`src/rtl/rbt_pkg.sv`:
```
package rbt_pkg;
  localparam int unsigned DATA_W = 32;

  typedef enum logic [1:0] {
    ADR_LIMIT = 2'd0,
    ADR_CTRL  = 2'd1,
    ADR_STAT  = 2'd2,
    ADR_NONE  = 2'd3
  } rbt_addr_e;

  localparam int unsigned CTRL_IE_BIT  = 0;
  localparam int unsigned CTRL_ERR_BIT = 1;
endpackage

```
`src/rtl/rbt_sync.sv`:
```
module rbt_sync #(
  parameter int unsigned STAGES = 2
) (
  input  logic clk,
  input  logic rst_n,
  input  logic line_n,
  output logic busy,
  output logic busy_edge
);
  // stages 0..STAGES-1 resynchronise, stage STAGES keeps the previous value
  logic [STAGES:0] chain;

  for (genvar g = 0; g <= STAGES; g++) begin : g_stage
    if (g == 0) begin : g_first
      always_ff @(posedge clk) begin
        if (!rst_n) chain[g] <= 1'b1;
        else        chain[g] <= line_n;
      end
    end else begin : g_next
      always_ff @(posedge clk) begin
        if (!rst_n) chain[g] <= 1'b1;
        else        chain[g] <= chain[g-1];
      end
    end
  end

  assign busy      = ~chain[STAGES-1];
  assign busy_edge = chain[STAGES] & ~chain[STAGES-1];
endmodule

```
`src/rtl/rbt_counter.sv`:
```
module rbt_counter #(
  parameter int unsigned W = 20
) (
  input  logic         clk,
  input  logic         rst_n,
  input  logic         load,
  input  logic [W-1:0] load_val,
  input  logic         busy,
  input  logic         armed,
  output logic [W-1:0] cnt,
  output logic         hit
);
  localparam logic [W-1:0] ONE = W'(1);

  assign hit = armed & busy & ~load & (cnt == ONE);

  always_ff @(posedge clk) begin
    if (!rst_n)                  cnt <= '0;
    else if (load)               cnt <= load_val;
    else if (busy && cnt != '0)  cnt <= cnt - ONE;
  end
endmodule

```
`src/rtl/rbt_regs.sv`:
```
module rbt_regs
  import rbt_pkg::*;
#(
  parameter int unsigned W      = 20,
  parameter int unsigned STAT_W = 8
) (
  input  logic              clk,
  input  logic              rst_n,
  input  logic              wr,
  input  logic [1:0]        addr,
  input  logic [DATA_W-1:0] wdata,
  input  logic              stat_vld,
  input  logic [STAT_W-1:0] stat_byte,
  input  logic              hit,
  input  logic [W-1:0]      cnt,
  output logic [DATA_W-1:0] rdata,
  output logic [W-1:0]      limit,
  output logic              ie,
  output logic              err
);
  localparam int unsigned PAD_W  = DATA_W - STAT_W - W;
  localparam int unsigned HIGH_W = DATA_W - W;

  logic [STAT_W-1:0] stat_q;
  logic              wr_limit, wr_ctrl;
  logic              unused_wdata;

  assign wr_limit     = wr && (addr == ADR_LIMIT);
  assign wr_ctrl      = wr && (addr == ADR_CTRL);
  assign unused_wdata = ^wdata[DATA_W-1:W];

  always_ff @(posedge clk) begin
    if (!rst_n) begin
      limit  <= '0;
      ie     <= 1'b0;
      err    <= 1'b0;
      stat_q <= '0;
    end else begin
      if (wr_limit) limit <= wdata[W-1:0];
      if (wr_ctrl)  ie    <= wdata[CTRL_IE_BIT];
      if (hit)                                err <= 1'b1;
      else if (wr_ctrl && wdata[CTRL_ERR_BIT]) err <= 1'b0;
      if (stat_vld) stat_q <= stat_byte;
    end
  end

  always_comb begin
    rdata = '0;
    unique case (addr)
      ADR_LIMIT: rdata = {{HIGH_W{1'b0}}, limit};
      ADR_CTRL: begin
        rdata[CTRL_IE_BIT]  = ie;
        rdata[CTRL_ERR_BIT] = err;
      end
      ADR_STAT:  rdata = {stat_q, {PAD_W{1'b0}}, cnt};
      default:   rdata = '0;
    endcase
  end
endmodule

```
`src/rtl/rb_timeout_mon.sv`:
```
module rb_timeout_mon
  import rbt_pkg::*;
#(
  parameter int unsigned TMO_W       = 20,
  parameter int unsigned STAT_W      = 8,
  parameter int unsigned SYNC_STAGES = 2
) (
  input  logic              clk,
  input  logic              rst_n,
  input  logic              rb_n,
  input  logic              stat_vld,
  input  logic [STAT_W-1:0] stat_byte,
  input  logic              reg_wr,
  input  logic [1:0]        reg_addr,
  input  logic [31:0]       reg_wdata,
  output logic [31:0]       reg_rdata,
  output logic              irq
);
  logic             busy, busy_edge, hit, ie, err;
  logic [TMO_W-1:0] cnt, limit;

  rbt_sync #(.STAGES(SYNC_STAGES)) u_sync (
    .clk(clk), .rst_n(rst_n), .line_n(rb_n),
    .busy(busy), .busy_edge(busy_edge)
  );

  rbt_counter #(.W(TMO_W)) u_cnt (
    .clk(clk), .rst_n(rst_n), .load(busy_edge), .load_val(limit),
    .busy(busy), .armed(limit != '0), .cnt(cnt), .hit(hit)
  );

  rbt_regs #(.W(TMO_W), .STAT_W(STAT_W)) u_regs (
    .clk(clk), .rst_n(rst_n), .wr(reg_wr), .addr(reg_addr),
    .wdata(reg_wdata), .stat_vld(stat_vld), .stat_byte(stat_byte),
    .hit(hit), .cnt(cnt), .rdata(reg_rdata), .limit(limit),
    .ie(ie), .err(err)
  );

  assign irq = err & ie;
endmodule

```
`config.mk`:
```
export PLATFORM = sky130hd
export DESIGN_NAME = rb_timeout_mon
export DESIGN_NICKNAME = d
export VERILOG_FILES = /design/src/rtl/rbt_pkg.sv /design/src/rtl/rbt_sync.sv /design/src/rtl/rbt_counter.sv /design/src/rtl/rbt_regs.sv /design/src/rtl/rb_timeout_mon.sv
export SDC_FILE = /design/constraint.sdc
export NUM_CORES = 1
export LEC_CHECK = 0
export ABC_AREA = 1
export BUFFER_PORTS_ARGS = -buffer_cell sky130_fd_sc_hd__buf_2
export CELL_PAD_IN_SITES_DETAIL_PLACEMENT = 1
export CELL_PAD_IN_SITES_GLOBAL_PLACEMENT = 2
export CORE_AREA = 2 2 105 107
export DETAILED_ROUTE_END_ITERATION = 7
export DIE_AREA = 0 0 107 109
export PLACE_DENSITY_LB_ADDON = 0.1
export REMOVE_ABC_BUFFERS = 1
export SETUP_SLACK_MARGIN = 0.02
export SLEW_MARGIN = 20
export SYNTH_ARGS = -nofsm -noshare
export SYNTH_HDL_FRONTEND = slang
export SYNTH_SLANG_ARGS = --single-unit
```
`constraint.sdc`:
```
create_clock -name clk -period 3.6 [get_ports clk]
set_input_delay 0.54 -clock clk [delete_from_list [all_inputs] [get_ports clk]]
set_output_delay 0.54 -clock clk [all_outputs]
set_load 0.02 [all_outputs]
```
After elaboration in Yosys (flattened, before gate mapping)
Cells that the tools add are included.
Widths: inputs -> output; s select.

word-level totals
  input bits = 47
  register bits after elaboration = 53

operators by class
  reduce and logical (&&, ||, !) cells = 9
  add/subtract/negate cells = 1
  eq/ne operators = 3
  bitwise operators = 7
  mux-type cells = 6

operators by type and width
  kind                   count
  $pmux 30 s2            1
  $mux 20                2
  $reduce_bool 20->1     2
  $eq 20x1->1 const B    1
  $sub 20x1->20 const B  1
  $pmux 2 s3             1
  $and 1x1->1            5
  $logic_and 1x1->1      4
  $reduce_bool 2->1      2
  $eq 2x1->1 const B     1
  $eq 2x2->1 const B     1
  $logic_not 2->1        1
  $mux 1                 2
  $not 1->1              2

Logic depth before layout (Yosys ltp)
  word-level depth = 6
  depth in mapped cells = 11
  mapped depth without buffers = 11

Hierarchy
From an unflattened synthesis, not the netlist that was laid out.

second synthesis, totals
  cells, all modules = 470
  area, all modules = 3032.9 µm²

modules (own cells, without submodules)
  module          area each (µm²)  cells an instance  times used  sequential area each (µm²)
  rbt_counter     1507.7           258                1           400.4
  rbt_regs        1353.8           181                1           600.6
  rbt_sync        92.6             11                 1           60.1
  rb_timeout_mon  78.8             20                 1           0.0

Worst setup path before layout
No wires, ideal clock.

  path kind = input to output
  start = input reg_addr[1]
  end = output reg_rdata[11]
  data arrival time = 1.515 ns
  stages on the path = 4
  path slack = 1.545 ns
  data required time = 3.060 ns
  cell sequence = nor2_1 inv_1 clkbuf_1 o22ai_1

between the ends
  word-level cells in the longest chain between the ends = 2
  elaborated cells between the ends (all ways) = 3
  classes of those cells = eq/ne: 1; mux: 1; reduce/logical: 1

ends and longest elaborated chain
  item                                                  line                  RTL
  start, declared                                       rb_timeout_mon.sv:14  input logic [1:0] reg_addr,
  $eq 2x2->1 / $logic_not 2->1 (equally long branches)  rbt_regs.sv:49        unique case (addr)
  $pmux 30 s2 (*)                                       rbt_regs.sv:49
  end, declared                                         rb_timeout_mon.sv:16  output logic [31:0] reg_rdata,

Every way passes the cells marked *; elsewhere a longest branch is shown, timed or not.

Final worst setup path
  start = input reg_addr[1]
  end = output reg_rdata[1]

between the ends
  word-level cells in the longest chain between the ends = 2
  elaborated cells between the ends (all ways) = 4
  classes of those cells = eq/ne: 2; mux: 1; reduce/logical: 1

ends and longest elaborated chain
  item                                line
  $eq 2x2->1 (tied with other cells)  rbt_regs.sv:49
  $pmux 2 s3 (*)                      rbt_regs.sv:49

Marks and branches as above.

==> out/metrics.yaml <==
synthesis:
  synthMuxAreaShare_pct: 0
  syn_inst: 466
  yosys-top-cells-area: "dfxtp_1 36%, nand2_1 11%, o21ai_0 9.1%, nor2_1 8.6%, inv_1 7.7%"
  async_flop_share_pct: 0
  synth_compound_area_share_pct: 21.49
  synthDistinctLibCells: 28
  synth_top_family_by_area: "simple AND/OR/NAND/NOR gates"
  synth-seq-cells: 53
  synthFlopType: "dfxtp_1"
  yosys.area_share.simple_pct: 28.95
  yosysMostFrequentCell: "nand2_1"
  synth-edff-count: 0
  synth_xor_area_share_pct: 0
  avgSynthCellArea_um2: 6.371
  yosys_warnings: 0
  post-synth-top-area-cell: "dfxtp_1"
  synthesis.area_mm2: 0.002969
  synthAdderAreaFrac_pct: 1.264
  ys_seq_area_share_pct: 35.74
  synthTopCellsByCount: "90 x nand2_1, 68 x nor2_1, 61 x inv_1"
  synth_top_area_share_pct: 35.74
clocking:
  postCtsSetupRepairBufs: 0
  clk_pin_slew_ns: 0.11
  cts_buffers: 5
  root_buffer: "clkbuf_8"
  cts_sinks: 53
  htreeDepth: 2
  cts_max_path_buffers: 2
  cts.repair.resized: 0
  cts_tree: "built"
  holdBufCountCts: 0
  clk-insertion-delay-late_ns: 0.31
hold_path:
  hp-start: "rb_n"
  holdPathEnd: "u_sync.chain[0]"
  min_delay_path_depth: 2
  min_path_type: "input port to flip-flop"
setup_path:
  required_ns: 3.06
  crit_arrival_ns: 2.08
  r2r_start: "u_cnt.cnt[0]"
  critPathTopFamily: "buffers and inverters"
  crit_fanout: 26
  worst_setup_path_end_kind: "output port"
  crit_type: "input port to output port"
  cp-startpoint: "reg_addr[1]"
  r2r_cells: 11
  crit_slowest_cell: "inv_1"
  crit_chain: "buf_2 > inv_1 > nor2_1 > inv_1 > o221ai_1 > buf_2"
  max_stage_delay_ns: 0.53
  cp_num_buf_inv: 4
  cp-start-kind: "input port"
  reg2reg_to: "u_cnt.cnt[10]"
  rrSetupSlack_ns: 1.75
timing:
  rsz0062_at_grt: "no"
  finalWorstSetupSlack_ns: 0.9802
  tightest_slew_ns: 0.9753
  hold_viol: 0
  slew_violations: 0
  setup_violations: 0
  relSlewSlack_pct: 34.91
  tns_ns: 0
  max_freq_ghz: 0.3817
  min_period_ns: 2.620
  fin_skew_ns: 0.01064
  post-route-period-util_pct: 72.77
floorplan:
  io_pins: 80
  dieArea_mm2: 0.01166
  start_util_pct: 28.00
  core_mm2: 0.01060
  die_h_um: 109
  rows: 38
  chipWidth_um: 107
detailed_routing:
  vias: 3166
  dr.first_iter.drc_count: 72
  detail-route-antenna-nets: 0
  viasPerCell: 4.797
  wire_per_inst_um: 15.10
  drc: 0
  dr.pass1.iters: 4
  wl_mm: 9.963
placed_design:
  hpwl_mm: 7.216
  preCtsSetupSlack_ns: 0.8853
  placed_cells: 652
  place_congestion: 0.8446
  port_buffers: 63
power:
  power.density_mw_per_mm2: 402.1
  power.leakage_nw: 1.630
  ir_drop_mv: 0.2285
cells_and_area:
  nFillCells: 1413
  final_layout_size_suffix_gt1_share_pct: 17.12
  post-route-util_pct: 32.82
  nNetsFinal: 569
  fin_cells: 660
  area_delta_synth_final_pct: 17.19
  antennaDiodeCount: 0
global_routing:
  grt_pass1_vias: 3279
  grt_overflow: 0
  grt_pass1_wl_mm: 16.51
  antenna_found_initial: 0
  grt_usage_pct: 17.99
  grt_max_degree: 44
flow_run:
  max_cap_viol_count: 0
status:
  status: "finished, final reports clean"
[stage by stage]
| step | instance area, um^2 | hold WS (ns) | power [mW] |
|---|---|---|---|
| floorplan | 2846 | 0.3925 | 0.8571 |
| global placement | 3359 | 0.3990 | 0.9655 |
| detailed placement | 3359 | 0.4046 | 0.9731 |
| CTS | 3480 | 0.3954 | 1.422 |
| global route | 3480 | 0.3940 | 1.494 |
| finish | 3480 | 0.4058 | 1.399 |
[cell usage in the layout (no fill, tap or decap), types with 2 or more instances in the layout]
cell type,instances
dfxtp_1,53
or2_2,2
nand2_1,90
a21oi_1,44
a21oi_2,3
inv_1,61
clkbuf_8,6
o21ai_0,54
o22ai_1,12
nand3_1,28
o21ai_1,4
nand4_1,7
buf_2,63
nor2_2,4
o221ai_1,2
ha_1,3
conb_1,4
nor2_1,68
buf_4,3
[worst max-delay path by stage]
stage / cells after the start / slack (ns) / endpoint
after detailed placement: 6 / 0.89 / reg_rdata[1]
final: 6 / 0.98 / reg_rdata[1]
after global routing: 6 / 0.82 / reg_rdata[1]
after floorplan: 4 / 1.52 / reg_rdata[16]
after global placement: 6 / 0.90 / reg_rdata[1]
after CTS: 6 / 0.88 / reg_rdata[1]
[metal layers]
layer	track usage, %	vias to the layer above	routed length, um
met5	0	-	0
met4	3.247	0	83
met3	2.750	6	313
met2	31.30	54	4684
met1	23.86	1503	4882
li1	-	1603	-
[power breakdown]
part           internal [mW]  switching, mW
registers              0.615         0.0197
logic                  0.103          0.219
clock network          0.227          0.216
total                  0.945          0.454
[cells by family after synthesis]
logic type      count (synthesis)
fa+ha+maj                       3
flops                          53
compound gates                120
buf+inv                        85
other cells                     1
simple gates                  204
[state kept, by name, indices dropped and copies added, names as in the netlist]
name           count
u_regs.stat_q      8
u_regs.limit      20
u_sync.chain       3
u_cnt.cnt         20
u_regs.ie          1
u_regs.err         1
[area by class of cell]
type | count | area (um^2) | share of cell area (%)
multi-input cells | 331 | 1550 | 44.55
flip-flops and latches | 53 | 1061 | 30.49
repair buffers | 66 | 337.8 | 9.709
inverters | 62 | 235.2 | 6.760
well taps | 140 | 175.2 | 5.034
clock buffers | 6 | 82.58 | 2.373
clock inverters | 2 | 37.54 | 1.079
No activity file was read; power rests on OpenSTA's default activity.
